### config.mk
export PLATFORM = sky130hd
export DESIGN_NAME = keyed_wdog
export DESIGN_NICKNAME = d
export VERILOG_FILES = /design/src/rtl/kwd_pkg.sv /design/src/rtl/kwd_cfg_regs.sv /design/src/rtl/kwd_key_fsm.sv /design/src/rtl/kwd_count_core.sv /design/src/rtl/keyed_wdog.sv
export SDC_FILE = /design/constraint.sdc
export NUM_CORES = 1
export LEC_CHECK = 0
export BUFFER_PORTS_ARGS = -buffer_cell sky130_fd_sc_hd__clkbuf_2
export CORE_MARGIN = 2
export CORE_UTILIZATION = 31
export DETAILED_ROUTE_END_ITERATION = 12
export PLACE_DENSITY_LB_ADDON = 0.12
export SYNTH_ARGS = -nofsm -noshare
export SYNTH_HDL_FRONTEND = slang
export SYNTH_SLANG_ARGS = --single-unit
export TNS_END_PERCENT = 30
### constraint.sdc
create_clock -name clk -period 4.4 [get_ports clk]
set_input_delay 0.88 -clock clk [delete_from_list [all_inputs] [get_ports clk]]
set_output_delay 0.88 -clock clk [all_outputs]
set_load 0.02 [all_outputs]
### src/rtl/kwd_pkg.sv
package kwd_pkg;

  localparam int unsigned OFS_CNT_LO = 32'h10;
  localparam int unsigned OFS_CNT_HI = 32'h14;
  localparam int unsigned OFS_PRD_LO = 32'h18;
  localparam int unsigned OFS_PRD_HI = 32'h1C;
  localparam int unsigned OFS_RUN    = 32'h20;
  localparam int unsigned OFS_GLOBAL = 32'h24;
  localparam int unsigned OFS_WDOG   = 32'h28;

  localparam int RUN_LSB    = 6;
  localparam int RUN_W      = 2;
  localparam int GLB_W      = 4;
  localparam int GLB_MODE_LSB = 2;
  localparam int EN_BIT     = 14;
  localparam int FLAG_BIT   = 15;

  localparam logic [RUN_W-1:0] RUN_OFF     = 2'd0;
  localparam logic [RUN_W-1:0] RUN_ONESHOT = 2'd1;
  localparam logic [RUN_W-1:0] RUN_CONT    = 2'd2;
  localparam logic [1:0]       GLB_WDOG    = 2'd2;

  typedef enum logic [1:0] {
    WD_IDLE  = 2'd0,
    WD_PRE   = 2'd1,
    WD_ARMED = 2'd2
  } wd_state_e;

endpackage

### src/rtl/kwd_cfg_regs.sv
module kwd_cfg_regs
  import kwd_pkg::*;
#(
  parameter int DATA_W = 32,
  localparam int PRD_W = 2 * DATA_W
) (
  input  logic              clk,
  input  logic              rst_n,
  input  logic              wr_prd_lo,
  input  logic              wr_prd_hi,
  input  logic              wr_run,
  input  logic              wr_glb,
  input  logic [DATA_W-1:0] wdata,
  output logic [PRD_W-1:0]  prd,
  output logic [RUN_W-1:0]  run_mode,
  output logic [GLB_W-1:0]  glb
);

  logic [DATA_W-1:0] prd_lo_q, prd_hi_q;
  logic [RUN_W-1:0]  run_q;
  logic [GLB_W-1:0]  glb_q;

  always_ff @(posedge clk or negedge rst_n) begin
    if (!rst_n) begin
      prd_lo_q <= '0;
    end else if (wr_prd_lo) begin
      prd_lo_q <= wdata;
    end
  end

  always_ff @(posedge clk or negedge rst_n) begin
    if (!rst_n) begin
      prd_hi_q <= '0;
    end else if (wr_prd_hi) begin
      prd_hi_q <= wdata;
    end
  end

  always_ff @(posedge clk or negedge rst_n) begin
    if (!rst_n) begin
      run_q <= RUN_OFF;
    end else if (wr_run) begin
      run_q <= wdata[RUN_LSB +: RUN_W];
    end
  end

  always_ff @(posedge clk or negedge rst_n) begin
    if (!rst_n) begin
      glb_q <= '0;
    end else if (wr_glb) begin
      glb_q <= wdata[GLB_W-1:0];
    end
  end

  assign prd      = {prd_hi_q, prd_lo_q};
  assign run_mode = run_q;
  assign glb      = glb_q;

endmodule

### src/rtl/kwd_key_fsm.sv
module kwd_key_fsm
  import kwd_pkg::*;
#(
  parameter int               KEY_W      = 16,
  parameter logic [KEY_W-1:0] KEY_FIRST  = 16'hA5C6,
  parameter logic [KEY_W-1:0] KEY_SECOND = 16'hDA7E
) (
  input  logic             clk,
  input  logic             rst_n,
  input  logic             key_wr,
  input  logic [KEY_W-1:0] key,
  input  logic             en_bit,
  output wd_state_e        state,
  output logic             kick
);

  wd_state_e st_q, st_d;
  logic      seen_q, seen_d;
  logic      second_ok;

  assign second_ok = (key == KEY_SECOND) && seen_q &&
                     (en_bit || (st_q == WD_ARMED));

  always_comb begin
    st_d   = st_q;
    seen_d = seen_q;
    kick   = 1'b0;
    if (key_wr) begin
      if (st_q == WD_IDLE) begin
        if ((key == KEY_FIRST) && en_bit) begin
          st_d   = WD_PRE;
          seen_d = 1'b1;
        end
      end else if (second_ok) begin
        st_d   = WD_ARMED;
        seen_d = 1'b0;
        kick   = 1'b1;
      end else begin
        seen_d = (key == KEY_FIRST);
      end
    end
  end

  always_ff @(posedge clk or negedge rst_n) begin
    if (!rst_n) begin
      st_q   <= WD_IDLE;
      seen_q <= 1'b0;
    end else if (key_wr) begin
      st_q   <= st_d;
      seen_q <= seen_d;
    end
  end

  assign state = st_q;

endmodule

### src/rtl/kwd_count_core.sv
module kwd_count_core
  import kwd_pkg::*;
#(
  parameter int HALF_W = 32,
  localparam int CNT_W = 2 * HALF_W
) (
  input  logic              clk,
  input  logic              rst_n,
  input  logic              wr_lo,
  input  logic              wr_hi,
  input  logic [HALF_W-1:0] wdata,
  input  logic [CNT_W-1:0]  prd,
  input  logic [RUN_W-1:0]  run_mode,
  input  logic              rel_lo,
  input  logic              rel_hi,
  input  logic              wdog_mode,
  input  logic              armed,
  input  logic              kick,
  output logic [CNT_W-1:0]  cnt,
  output logic              flag,
  output logic              pulse
);

  logic [CNT_W-1:0] cnt_q, cnt_d;
  logic             flag_q, pulse_q;
  logic             run, hit, tmo, cnt_upd;

  assign run = (run_mode != RUN_OFF) && rel_lo && rel_hi && !flag_q;
  assign hit = (cnt_q == prd);
  assign tmo = armed && wdog_mode && run && hit && !kick;

  always_comb begin
    cnt_d = cnt_q;
    if (kick) begin
      cnt_d = '0;
    end else if (wr_lo || wr_hi) begin
      if (wr_lo) cnt_d[HALF_W-1:0]     = wdata;
      if (wr_hi) cnt_d[CNT_W-1:HALF_W] = wdata;
    end else if (run) begin
      if (!hit) begin
        cnt_d = cnt_q + 1'b1;
      end else if (!armed && (run_mode == RUN_CONT)) begin
        cnt_d = '0;
      end
    end
    if (!rel_lo) cnt_d[HALF_W-1:0]     = '0;
    if (!rel_hi) cnt_d[CNT_W-1:HALF_W] = '0;
  end

  assign cnt_upd = kick || wr_lo || wr_hi || run || !rel_lo || !rel_hi;

  always_ff @(posedge clk or negedge rst_n) begin
    if (!rst_n) begin
      cnt_q <= '0;
    end else if (cnt_upd) begin
      cnt_q <= cnt_d;
    end
  end

  always_ff @(posedge clk or negedge rst_n) begin
    if (!rst_n) begin
      flag_q <= 1'b0;
    end else if (tmo) begin
      flag_q <= 1'b1;
    end
  end

  always_ff @(posedge clk or negedge rst_n) begin
    if (!rst_n) begin
      pulse_q <= 1'b0;
    end else begin
      pulse_q <= tmo;
    end
  end

  assign cnt   = cnt_q;
  assign flag  = flag_q;
  assign pulse = pulse_q;

endmodule

### src/rtl/keyed_wdog.sv
module keyed_wdog
  import kwd_pkg::*;
#(
  parameter int               ADDR_W     = 8,
  parameter int               DATA_W     = 32,
  parameter int               KEY_W      = 16,
  parameter logic [KEY_W-1:0] KEY_FIRST  = 16'hA5C6,
  parameter logic [KEY_W-1:0] KEY_SECOND = 16'hDA7E
) (
  input  logic              clk,
  input  logic              rst_n,
  input  logic              bus_wr,
  input  logic [ADDR_W-1:0] bus_addr,
  input  logic [DATA_W-1:0] bus_wdata,
  output logic [DATA_W-1:0] bus_rdata,
  output logic              wdog_rst
);

  localparam int CNT_W = 2 * DATA_W;

  logic [1:0]        rst_sync_q;
  logic              rst_n_s;
  logic              sel_cnt_lo, sel_cnt_hi, sel_prd_lo, sel_prd_hi;
  logic              sel_run, sel_glb, sel_wdog;
  logic              unlocked;
  logic [CNT_W-1:0]  prd, cnt;
  logic [RUN_W-1:0]  run_mode;
  logic [GLB_W-1:0]  glb;
  wd_state_e         state;
  logic              kick, flag, pulse;

  always_ff @(posedge clk or negedge rst_n) begin
    if (!rst_n) begin
      rst_sync_q <= 2'b00;
    end else begin
      rst_sync_q <= {rst_sync_q[0], 1'b1};
    end
  end
  assign rst_n_s = rst_sync_q[1];

  assign sel_cnt_lo = (bus_addr == ADDR_W'(OFS_CNT_LO));
  assign sel_cnt_hi = (bus_addr == ADDR_W'(OFS_CNT_HI));
  assign sel_prd_lo = (bus_addr == ADDR_W'(OFS_PRD_LO));
  assign sel_prd_hi = (bus_addr == ADDR_W'(OFS_PRD_HI));
  assign sel_run    = (bus_addr == ADDR_W'(OFS_RUN));
  assign sel_glb    = (bus_addr == ADDR_W'(OFS_GLOBAL));
  assign sel_wdog   = (bus_addr == ADDR_W'(OFS_WDOG));

  assign unlocked = (state == WD_IDLE);

  kwd_cfg_regs #(.DATA_W(DATA_W)) u_cfg (
    .clk      (clk),
    .rst_n    (rst_n_s),
    .wr_prd_lo(bus_wr && unlocked && sel_prd_lo),
    .wr_prd_hi(bus_wr && unlocked && sel_prd_hi),
    .wr_run   (bus_wr && unlocked && sel_run),
    .wr_glb   (bus_wr && unlocked && sel_glb),
    .wdata    (bus_wdata),
    .prd      (prd),
    .run_mode (run_mode),
    .glb      (glb)
  );

  kwd_key_fsm #(
    .KEY_W     (KEY_W),
    .KEY_FIRST (KEY_FIRST),
    .KEY_SECOND(KEY_SECOND)
  ) u_keys (
    .clk   (clk),
    .rst_n (rst_n_s),
    .key_wr(bus_wr && sel_wdog),
    .key   (bus_wdata[DATA_W-1 -: KEY_W]),
    .en_bit(bus_wdata[EN_BIT]),
    .state (state),
    .kick  (kick)
  );

  kwd_count_core #(.HALF_W(DATA_W)) u_core (
    .clk      (clk),
    .rst_n    (rst_n_s),
    .wr_lo    (bus_wr && unlocked && sel_cnt_lo),
    .wr_hi    (bus_wr && unlocked && sel_cnt_hi),
    .wdata    (bus_wdata),
    .prd      (prd),
    .run_mode (run_mode),
    .rel_lo   (glb[0]),
    .rel_hi   (glb[1]),
    .wdog_mode(glb[GLB_MODE_LSB +: 2] == GLB_WDOG),
    .armed    (state == WD_ARMED),
    .kick     (kick),
    .cnt      (cnt),
    .flag     (flag),
    .pulse    (pulse)
  );

  always_comb begin
    bus_rdata = '0;
    if (sel_cnt_lo) bus_rdata = cnt[DATA_W-1:0];
    if (sel_cnt_hi) bus_rdata = cnt[CNT_W-1:DATA_W];
    if (sel_prd_lo) bus_rdata = prd[DATA_W-1:0];
    if (sel_prd_hi) bus_rdata = prd[CNT_W-1:DATA_W];
    if (sel_run)    bus_rdata[RUN_LSB +: RUN_W] = run_mode;
    if (sel_glb)    bus_rdata[GLB_W-1:0] = glb;
    if (sel_wdog) begin
      bus_rdata[FLAG_BIT] = flag;
      bus_rdata[EN_BIT]   = !unlocked;
    end
  end

  assign wdog_rst = pulse;

endmodule

* Word-level counts from Yosys, hierarchy flattened
Index checks and enable logic that the tools add are counted.
** Storage, ports and cells
- Register bits after elaboration :: 141
- Logic and storage cells :: 96
- Input port bits :: 43
** Cells by class
- Reduce and logical (&&, ||, !) cells :: 39
- $add $sub $neg :: 1
- Equal/unequal tests :: 20
- Mux-type cells :: 25
** Operator list (count)
- $mux W64 :: 5
- $mux W32 :: 8
- $add A64 B1 Y64 const B :: 1
- $eq A64 B64 Y1 :: 1
- $eq A16 B16 Y1 const B :: 2
- $eq A8 B5 Y1 const B :: 4
- $eq A8 B6 Y1 const B :: 3
- $logic_and A1 B1 Y1 :: 19
- $mux W2 :: 5
- $ne A5 B4 Y1 const B :: 2
- $ne A4 B1 Y1 const B :: 2
- $ne A4 B2 Y1 const B :: 2
- $reduce_and A4 Y1 :: 2
- $logic_or A1 B1 Y1 :: 7
- $eq A2 B2 Y1 const B :: 3
- $logic_not A1 Y1 :: 6
- $mux W1 :: 6
- $mux W4 :: 1
- $reduce_bool A2 Y1 :: 2
- $reduce_and A3 Y1 :: 1
- $logic_not A2 Y1 :: 1
- $ne A2 B1 Y1 const B :: 1
- $reduce_and A2 Y1 :: 1

* Depth between registers and ports, before layout
Gate-level depths: netlist of the first run.
- Depth in word-level cells :: 12
- Depth in mapped cells :: 10

* Hierarchy
A second synthesis of the first run with hierarchy kept.
** Second synthesis, totals
- Cells, all modules :: 1011
- Area total of the unflattened synthesis :: 9923.3 µm²
** Modules (own cells, without submodules)
- kwd_count_core :: cells each 655, area an instance 5445.2 µm², instances 1
- kwd_cfg_regs :: cells each 148, area an instance 2907.8 µm², instances 1
- keyed_wdog :: cells each 182, area an instance 1327.5 µm², instances 1
- kwd_key_fsm :: cells each 26, area an instance 242.7 µm², instances 1

* Worst setup path before layout of the first run
OpenSTA, ideal clock, no wires.
- Path kind :: input -> output
- Start :: input port bus_addr[5]
- End :: output port bus_rdata[0]
- Stages :: 7
- Slack :: 0.787 ns
- Arrival :: 2.733 ns
- Cell sequence :: nor4b_1 -> and2_1 -> nor2b_1 -> clkbuf_1 -> clkbuf_1 -> a22oi_1 -> a31oi_1
** Between the ends
- Longest elaborated chain between the ends :: 6
- Elaborated cells between the ends (all ways) :: 10
- Those cells by class :: 5 x eq/ne; 5 x mux
** Ends and longest elaborated chain
- start, declared :: line keyed_wdog.sv:13 : input logic [ADDR_W-1:0] bus_addr,
- $eq A8 B5 Y1 :: line keyed_wdog.sv:41 : assign sel_cnt_lo = (bus_addr == ADDR_W'(OFS_CNT_LO));
- $mux W32 :: line keyed_wdog.sv:98 : if (sel_cnt_lo) bus_rdata = cnt[DATA_W-1:0];
- $mux W32 :: line keyed_wdog.sv:99 : if (sel_cnt_hi) bus_rdata = cnt[CNT_W-1:DATA_W];
- $mux W32 :: line keyed_wdog.sv:100 : if (sel_prd_lo) bus_rdata = prd[DATA_W-1:0];
- $mux W32 :: line keyed_wdog.sv:101 : if (sel_prd_hi) bus_rdata = prd[CNT_W-1:DATA_W];
- $mux W4 (*) :: line keyed_wdog.sv:103 : if (sel_glb) bus_rdata[GLB_W-1:0] = glb;
- end, declared :: line keyed_wdog.sv:15 : output logic [DATA_W-1:0] bus_rdata,
Every way passes the cells marked *; elsewhere a longest branch is shown, timed or not.

* Worst setup path in the final report of the first run
- Start :: input port bus_addr[5]
- End :: output port bus_rdata[7]
** Between the ends
- Longest elaborated chain between the ends :: 6
- Elaborated cells between the ends (all ways) :: 10
- Those cells by class :: 5 x eq/ne; 5 x mux
** Ends and longest elaborated chain
- $eq A8 B5 Y1 :: line keyed_wdog.sv:41
- $mux W32 :: line keyed_wdog.sv:98
- $mux W32 :: line keyed_wdog.sv:99
- $mux W32 :: line keyed_wdog.sv:100
- $mux W32 :: line keyed_wdog.sv:101
- $mux W2 (*) :: line keyed_wdog.sv:102 : if (sel_run) bus_rdata[RUN_LSB +: RUN_W] = run_mode;
Marks and branches as above.

==> reports/results.tsv, run 1 <==
stage	metric	value	unit
layout	layout cells sized above 1	24.1	%
synthesis	Syn. warnings	0	
clock_tree	CTS tree	yes	
synthesis	Syn Nets	1102	
clock_tree	CTS Hold Buffers Added	0	
worst_setup_path	CP arrival	3.20	ns
worst_setup_path	Crit. End Element	primary output	
clock_tree	CTS Buf Count	17	
layout	final core utilization	37.2	%
layout	Ant. Diodes	0	
synthesis	Seq/Total Area, Yosys	37.5	%
pwr	P_leak	0.00498	uW
place	dpl hpwl	32400	um
grt	largest net degree at the start of global routing	140	
place	Final Wtd Congestion	0.925	
layout	layout net count	1170	
die	initial core utilization	31.6	%
die	core area	29800	um^2
layout	area delta synth->final	17.8	%
sta	Setup Skew	0.0157	ns
synthesis	post-synthesis compound-gate area fraction	21.9	%
synthesis	number of synthesized flops with an enable pin	0	
synthesis	Syn Inst Count	1058	
grt	vias in the first global route	9042	
worst_setup_path	kind of critical path	input port to primary output	
synthesis	Post-Synth Simple-Gate Area	21.2	%
sta	fmax	245	MHz
sta	Setup Total Neg Slack	0	ns
synthesis	ys flop type	dfrtp_1	
drt	Total Routed Length	43500	um
synthesis	multiplexer share of the synthesized area	8.47	%
hold_path	HP Class	input port to asynchronous set/reset pin	
clock_tree	CTS clk-pin slew, worst paths	0.06	ns
clock_tree	H-tree depth	4	
clock_tree	Post-CTS Setup Inserts	0	
worst_setup_path	worst-path fanout max	20	
pwr	PD cells	287	nW/um^2
worst_setup_path	R2R setup slack	0.80	ns
sta	Tmin final	4.08	ns
grt	total track usage	27.7	%
die	die width	178	um
worst_setup_path	startpoint types	input port	
layout	post-route insts no fill	1529	
drt	DR iter-0 viols	1199	
synthesis	Synth Area in XOR/XNOR	5.95	%
sta	Slew @ Worst Pin	1.24	ns
clock_tree	PostCTS Resize Cnt	0	
place	I/O Buffers	75	
sta	fin crit share	92.7	%
grt	antenna violations before repair	0	
sta	Final Hold Fails	0	
synthesis	main combinational cell family by area after synthesis	compound AO/OA/AOI/OAI gates	
worst_setup_path	r2r endpoint	u_core.cnt[60]	
sta	Slew Limit Headroom	17.3	%
die	die height	178	um
sta	RSZ-0062 raised after global routing	false	
worst_setup_path	reg-to-reg critical path startpoint	u_cfg.prd_lo_q[15]	
synthesis	syn_area_per_cell	8.91	um^2
status	outcome	completed	
synthesis	Cell variety after synth	72	
clock_tree	clock latency on the worst-skew pair	0.45	ns
grt	first-pass GRT wire length	63400	um
pwr	Worst IR Drop VDD	0.283	mV
synthesis	fraction of registers with async set or reset after synthesis	100	%
drt	first drt pass iteration count	5	
clock_tree	Clock Tree Buf Depth	2	
grt	global route overflow	0	
clock_tree	CTS Root Cell	clkbuf_16	
die	cell row count	63	
drt	drt drc	0	
run	max cap viols	0	
drt	Via density	6.25	
drt	Antenna Nets Post-Route	0	
synthesis	Synth Area in Adders	0.133	%
synthesis	Synth Register Bits	141	
sta	fin. max-slew vios	0	
clock_tree	clock net sink count	141	
synthesis	mapped cell area	9420	um^2
place	Placed Instances	1497	
worst_setup_path	Worst Path Required	3.52	ns
sta	Setup Viol. Count Final	0	
die	Die ar.	31800	um^2
die	num ports	76	
drt	via count	9551	
worst_setup_path	R2R depth	8	
drt	Avg WL per Cell	28.4	um
cells in the final DEF, fill, tap and decap left out, types with 12 or more instances in the layout:
cell,Yosys,final
a22oi_1,61,61
and3_1,13,12
buf_4,0,73
clkbuf_16,0,17
clkbuf_2,2,75
dfrtp_1,141,140
inv_1,13,13
mux2_2,69,69
nand2_1,82,82
nand3_1,106,106
nand4_1,27,27
nor2_1,34,34
nor3_1,18,18
nor4_1,27,27
o211ai_1,43,43
o21ai_0,82,82
o31ai_1,22,21
xor2_1,64,64
synth_stat cells, types with 3 or more instances:
cell type | instances | area (um^2)
buf_1 | 9 | 33.8
or4_1 | 5 | 37.5
and3_1 | 13 | 81.3
nand4_1 | 27 | 169
a22oi_1 | 61 | 458
a21oi_1 | 10 | 50.1
o31ai_1 | 22 | 165
nor3_1 | 18 | 90.1
buf_2 | 20 | 100
nor2b_1 | 5 | 31.3
o311ai_0 | 5 | 43.8
dfrtp_1 | 141 | 3530
a22o_1 | 7 | 61.3
nand2b_1 | 3 | 18.8
a221oi_1 | 3 | 26.3
o211ai_1 | 43 | 323
a31oi_1 | 6 | 37.5
a32oi_1 | 5 | 43.8
a21o_1 | 4 | 30.0
nor4b_1 | 3 | 26.3
a221o_1 | 7 | 70.1
a21boi_0 | 5 | 37.5
or3_1 | 7 | 43.8
inv_1 | 13 | 48.8
nor3b_1 | 4 | 30.0
nand3_1 | 106 | 531
and2_1 | 8 | 50.1
and4b_1 | 3 | 30.0
nand2_1 | 82 | 308
and4_1 | 5 | 43.8
nor2_1 | 34 | 128
mux2_2 | 69 | 777
clkbuf_1 | 70 | 263
o21ai_0 | 82 | 410
nor4_1 | 27 | 169
xor2_1 | 64 | 561
o21ai_1 | 3 | 15.0
or2_2 | 5 | 31.3
o41ai_1 | 10 | 87.6
sequential cells by signal, summed over array words and instances (netlist names):
register / cells
u_cfg.prd_hi_q: 32
rst_sync_q: 2
u_keys.state: 2
u_core.pulse: 1
u_core.flag: 1
u_keys.seen_q: 1
u_cfg.run_mode: 2
u_core.cnt: 64
u_cfg.glb: 4
u_cfg.prd_lo_q: 32
metrics by stage:
step	total power [uW]	area (um^2)	hold WS, ns	setup WS, ns
finish	3190	11100	0.206	0.322
global route	3280	11100	0.197	0.118
CTS	3200	11100	0.201	0.381
detailed placement	1660	10500	0.338	0.389
global placement	1660	10500	0.336	0.493
floorplan	1520	9420	0.331	0.181
power breakdown:
group / switching, uW / internal, uW / leakage, uW
clock: 633 / 908 / 0.000281
combinational: 188 / 88.6 / 0.00275
sequential: 41.3 / 1330 / 0.00195
total: 862 / 2330 / 0.00498
worst max-delay path, stage by stage:
cell and delay (ns):
clkbuf_2 0.09, nor4b_1 0.67, and3_1 0.28, buf_4 0.30, nor2b_1 0.22, buf_4 0.20
a22o_1 0.14, a221oi_1 0.05, a21oi_1 0.18, clkbuf_2 0.18
area by class of cell:
| class | count | area [um^2] |
|---|---|---|
| fill | 3135 | 18700 |
| multi-input combinational | 803 | 5460 |
| sequential | 141 | 3530 |
| timing repair buffer | 150 | 963 |
| tap | 390 | 488 |
| clock buffer | 19 | 443 |
| clock inverter | 13 | 168 |
| inverter | 13 | 48.8 |
cells by family (layout without fill, tap and decap cells):
family,count (synthesis),after routing
AO/OA/AOI/OAI,294,294
XOR/XNOR,64,64
adder cells (fa/ha/maj),1,1
buffers and inverters,114,195
flip-flops,141,141
multiplexers,71,71
other,1,1
AND/OR/NAND/NOR,372,372
per-layer routing:
layer,track usage (%),wire length [um]
met4,9.38,1400
met3,5.63,3850
met2,40.2,18500
met5,0,0
met1,40.6,19700
worst max path at each step:
stage | startpoint | slack, ns | cells after the start | end
after floorplan | rst_sync_q[1] | 0.18 | 0 | u_cfg.glb[0]
after global placement | bus_addr[5] | 0.49 | 10 | bus_rdata[7]
after detailed placement | bus_addr[5] | 0.39 | 10 | bus_rdata[7]
after CTS | bus_addr[5] | 0.38 | 10 | bus_rdata[7]
after global routing | bus_addr[5] | 0.12 | 10 | bus_rdata[6]
final | bus_addr[5] | 0.32 | 10 | bus_rdata[7]
Note: power is estimated with default switching activity, not from simulation.
==> run 2: changes to the inputs <==
==> constraint.sdc (replaced) <==
create_clock -name clk -period 4.4 [get_ports clk]
set_input_delay 0.66 -clock clk [delete_from_list [all_inputs] [get_ports clk]]
set_output_delay 0.66 -clock clk [all_outputs]
set_load 0.02 [all_outputs]
==> run 2 against run 1 <==
Effect of this change:
- flip-flop and latch count did not move
- global-route usage fell by 0.21 points
- first-iteration DRC count fell by 8.0%
- cell count fell by 1.6%
- die area did not move
- via count fell by 0.36%
- final area fell by 1.8%
- register-to-register slack improved by 0.06 ns
- highest routed layer unchanged
==> reports/results.tsv, run 2 (synthesis gave the netlist of run 1 again) <==
stage	metric	value	unit	change
pwr	Internal	2290	uW	-1.6%
worst_setup_path	Crit. End Element	primary output		
die	die width	178	um	unchanged
grt	largest net degree at the start of global routing	79		-44%
grt	global route overflow	0		unchanged
worst_setup_path	Worst Path Required	3.74	ns	+0.22 ns
worst_setup_path	R2R depth	9		+1
drt	drt drc	0		unchanged
run	max cap viols	0		unchanged
drt	Antenna Nets Post-Route	0		unchanged
grt	vias in the first global route	8957		-0.94%
drt	Avg WL per Cell	28.5	um	+0.42%
pwr	P_leak	0.00486	uW	-2.6%
worst_setup_path	Worst path max stage delay	0.65	ns	-0.02 ns
layout	Ant. Diodes	0		unchanged
place	Setup WS pre-CTS	0.576	ns	+0.188 ns
sta	Slew Limit Headroom	31.7	%	+14 points
drt	DR iter-0 viols	1103		-8.0%
sta	Setup Total Neg Slack	0	ns	unchanged
grt	most used routing layer	met1		
layout	layout net count	1146		-2.1%
die	initial core utilization	31.6	%	unchanged
layout	multi-input logic area	5460	um^2	+0.16%
sta	Final Hold Fails	0		unchanged
sta	Slew @ Worst Pin	1.02	ns	-0.211 ns
layout	final core utilization	36.6	%	-0.67 points
grt	met2 Track Usage GR	40.3	%	+0.11 points
sta	RSZ-0062 raised after global routing	false		
grt	antenna violations before repair	0		unchanged
layout	area delta synth->final	15.7	%	
layout	FF+latch area	3530	um^2	unchanged
grt	GR Util met1	40.7	%	+0.097 points
clock_tree	Clock Tree Buf Depth	2		unchanged
hold_path	HP Class	register to asynchronous set/reset pin		
die	num ports	76		unchanged
clock_tree	CTS Hold Buffers Added	1		+1
worst_setup_path	worst-path fanout max	33		+65%
sta	fin crit share	88.9	%	-3.7 points
sta	Setup Skew	0.0180	ns	+0.00227 ns
pwr	Switching Share	27.5	%	+0.49 points
sta	Tmin final	3.91	ns	-0.165 ns
worst_setup_path	Buffers & Inverters on Critical Path	3		-1
die	Die ar.	31800	um^2	unchanged
pwr	Combinational Power Share	8.5	%	-0.2 points
clock_tree	Post-CTS Setup Inserts	0		unchanged
sta	fmax	256	MHz	+4.2%
layout	filler cell count	3115		-0.64%
place	Final Wtd Congestion	0.912		-1.4%
clock_tree	CTS tree	yes		
worst_setup_path	CP arrival	3.25	ns	+0.05 ns
grt	M3 GR Usage	4.37	%	-1.3 points
die	cell row count	63		unchanged
pwr	sequential share of power	43.6	%	+0.6 points
clock_tree	clock net sink count	141		unchanged
clock_tree	clock latency on the worst-skew pair	0.45	ns	about the same
worst_setup_path	Critical Path Most Common Cell	clkbuf_2		
drt	via count	9517		-0.36%
worst_setup_path	startpoint types	input port		
worst_setup_path	cell depth of the worst setup path	8		-2
pwr	Clk pwr share	47.9	%	-0.4 points
worst_setup_path	Crit path max-delay family	simple AND/OR/NAND/NOR gates		
sta	Setup Viol. Count Final	0		unchanged
layout	layout cells sized above 1	22.3	%	-1.8 points
clock_tree	CTS Buf Count	17		unchanged
place	Placed Instances	1472		-1.7%
grt	first-pass GRT wire length	62800	um	-0.86%
worst_setup_path	critical path's slowest cell	nor4b_1		
clock_tree	PostCTS Resize Cnt	0		unchanged
drt	first drt pass iteration count	5		unchanged
drt	Via density	6.32		+1.2%
clock_tree	CTS clk-pin slew, worst paths	0.07	ns	about the same
die	core area	29800	um^2	unchanged
pwr	PD cells	290	nW/um^2	+0.88%
layout	leading cell type in the layout, fill and taps excluded	dfrtp_1		
layout	most frequent cells in the layout	140 x dfrtp_1, 106 x nand3_1, 82 x o21ai_0, 82 x nand2_1, 75 x clkbuf_2		
clock_tree	CTS Root Cell	clkbuf_16		
place	I/O Buffers	75		unchanged
layout	Largest register FFs	64		unchanged
pwr	sw power	869	uW	+0.85%
worst_setup_path	kind of critical path	input port to primary output		
die	die height	178	um	unchanged
layout	post-route insts no fill	1505		-1.6%
drt	Total Routed Length	43000	um	-1.2%
pwr	Worst IR Drop VDD	0.285	mV	+0.52%
status	outcome	completed		
grt	total track usage	27.5	%	-0.21 points
worst_setup_path	crit-path cells	clkbuf_2 > nor4b_1 > and3_1 > and2_1 > buf_4 > a22oi_1 > a31oi_1 > clkbuf_2		
sta	min setup slack post-route	0.487	ns	+0.165 ns
place	dpl hpwl	31800	um	-1.9%
sta	fin. max-slew vios	0		unchanged
clock_tree	H-tree depth	4		unchanged
run 2: stage by stage:
| stage | hold slack (ns) | total power [uW] | cell area, um^2 |
|---|---|---|---|
| final | 0.307 | 3160 | 10900 |
| after CTS | 0.334 | 3180 | 10900 |
| after detailed placement | 0.328 | 1660 | 10300 |
| after floorplan | 0.331 | 1520 | 9420 |
| after global placement | 0.324 | 1660 | 10300 |
| after global routing | 0.358 | 3250 | 10900 |
run 2: final timing paths:
kind / to / startpoint / slack, ns
max in group asynchronous: u_cfg.prd_hi_q[13] / rst_sync_q[1] / 3.09
min in group clk: rst_sync_q[1] / rst_sync_q[0] / 0.35
min reg2reg: u_cfg.glb[2] / rst_sync_q[1] / 0.31
max reg2reg: u_core.cnt[42] / u_core.cnt[53] / 0.86
min: u_cfg.glb[2] / rst_sync_q[1] / 0.31
max: bus_rdata[15] / bus_addr[7] / 0.49
run 2: power by group through the flow:
stage	sequential [uW]	combinational, uW	clock (uW)
final	1380	268	1510
after global routing	1380	282	1590
after CTS	1380	264	1540
after detailed placement	1400	262	0
after global placement	1400	263	0
after floorplan	1390	122	0
run 2: worst reg2reg max path, delay by kind of cell, from the launching register on:
kind                   cells  cell delay (ns)
flip-flops                 1             0.54
AO/OA/AOI/OAI              2             1.12
buffers and inverters      2             0.42
XOR/XNOR                   1             0.57
AND/OR/NAND/NOR            4             0.80
run 2: layer usage:
metal  wire length (um)  part of all wire [%]  up-vias
met4               1300                   3.0        0
met2              18300                    43      543
met1              19500                    45     4790
met5                  0                     0        -
met3               3840                   8.9       72
li1                   -                     -     4112
run 2: area by class of cell:
class / instances / share of cell area (%)
clock inverters: 11 / 1.22
inverters: 13 / 0.448
flip-flops and latches: 141 / 32.4
multi-input cells: 803 / 50.1
well taps: 390 / 4.48
clock buffers: 21 / 4.22
repair buffers: 126 / 7.09
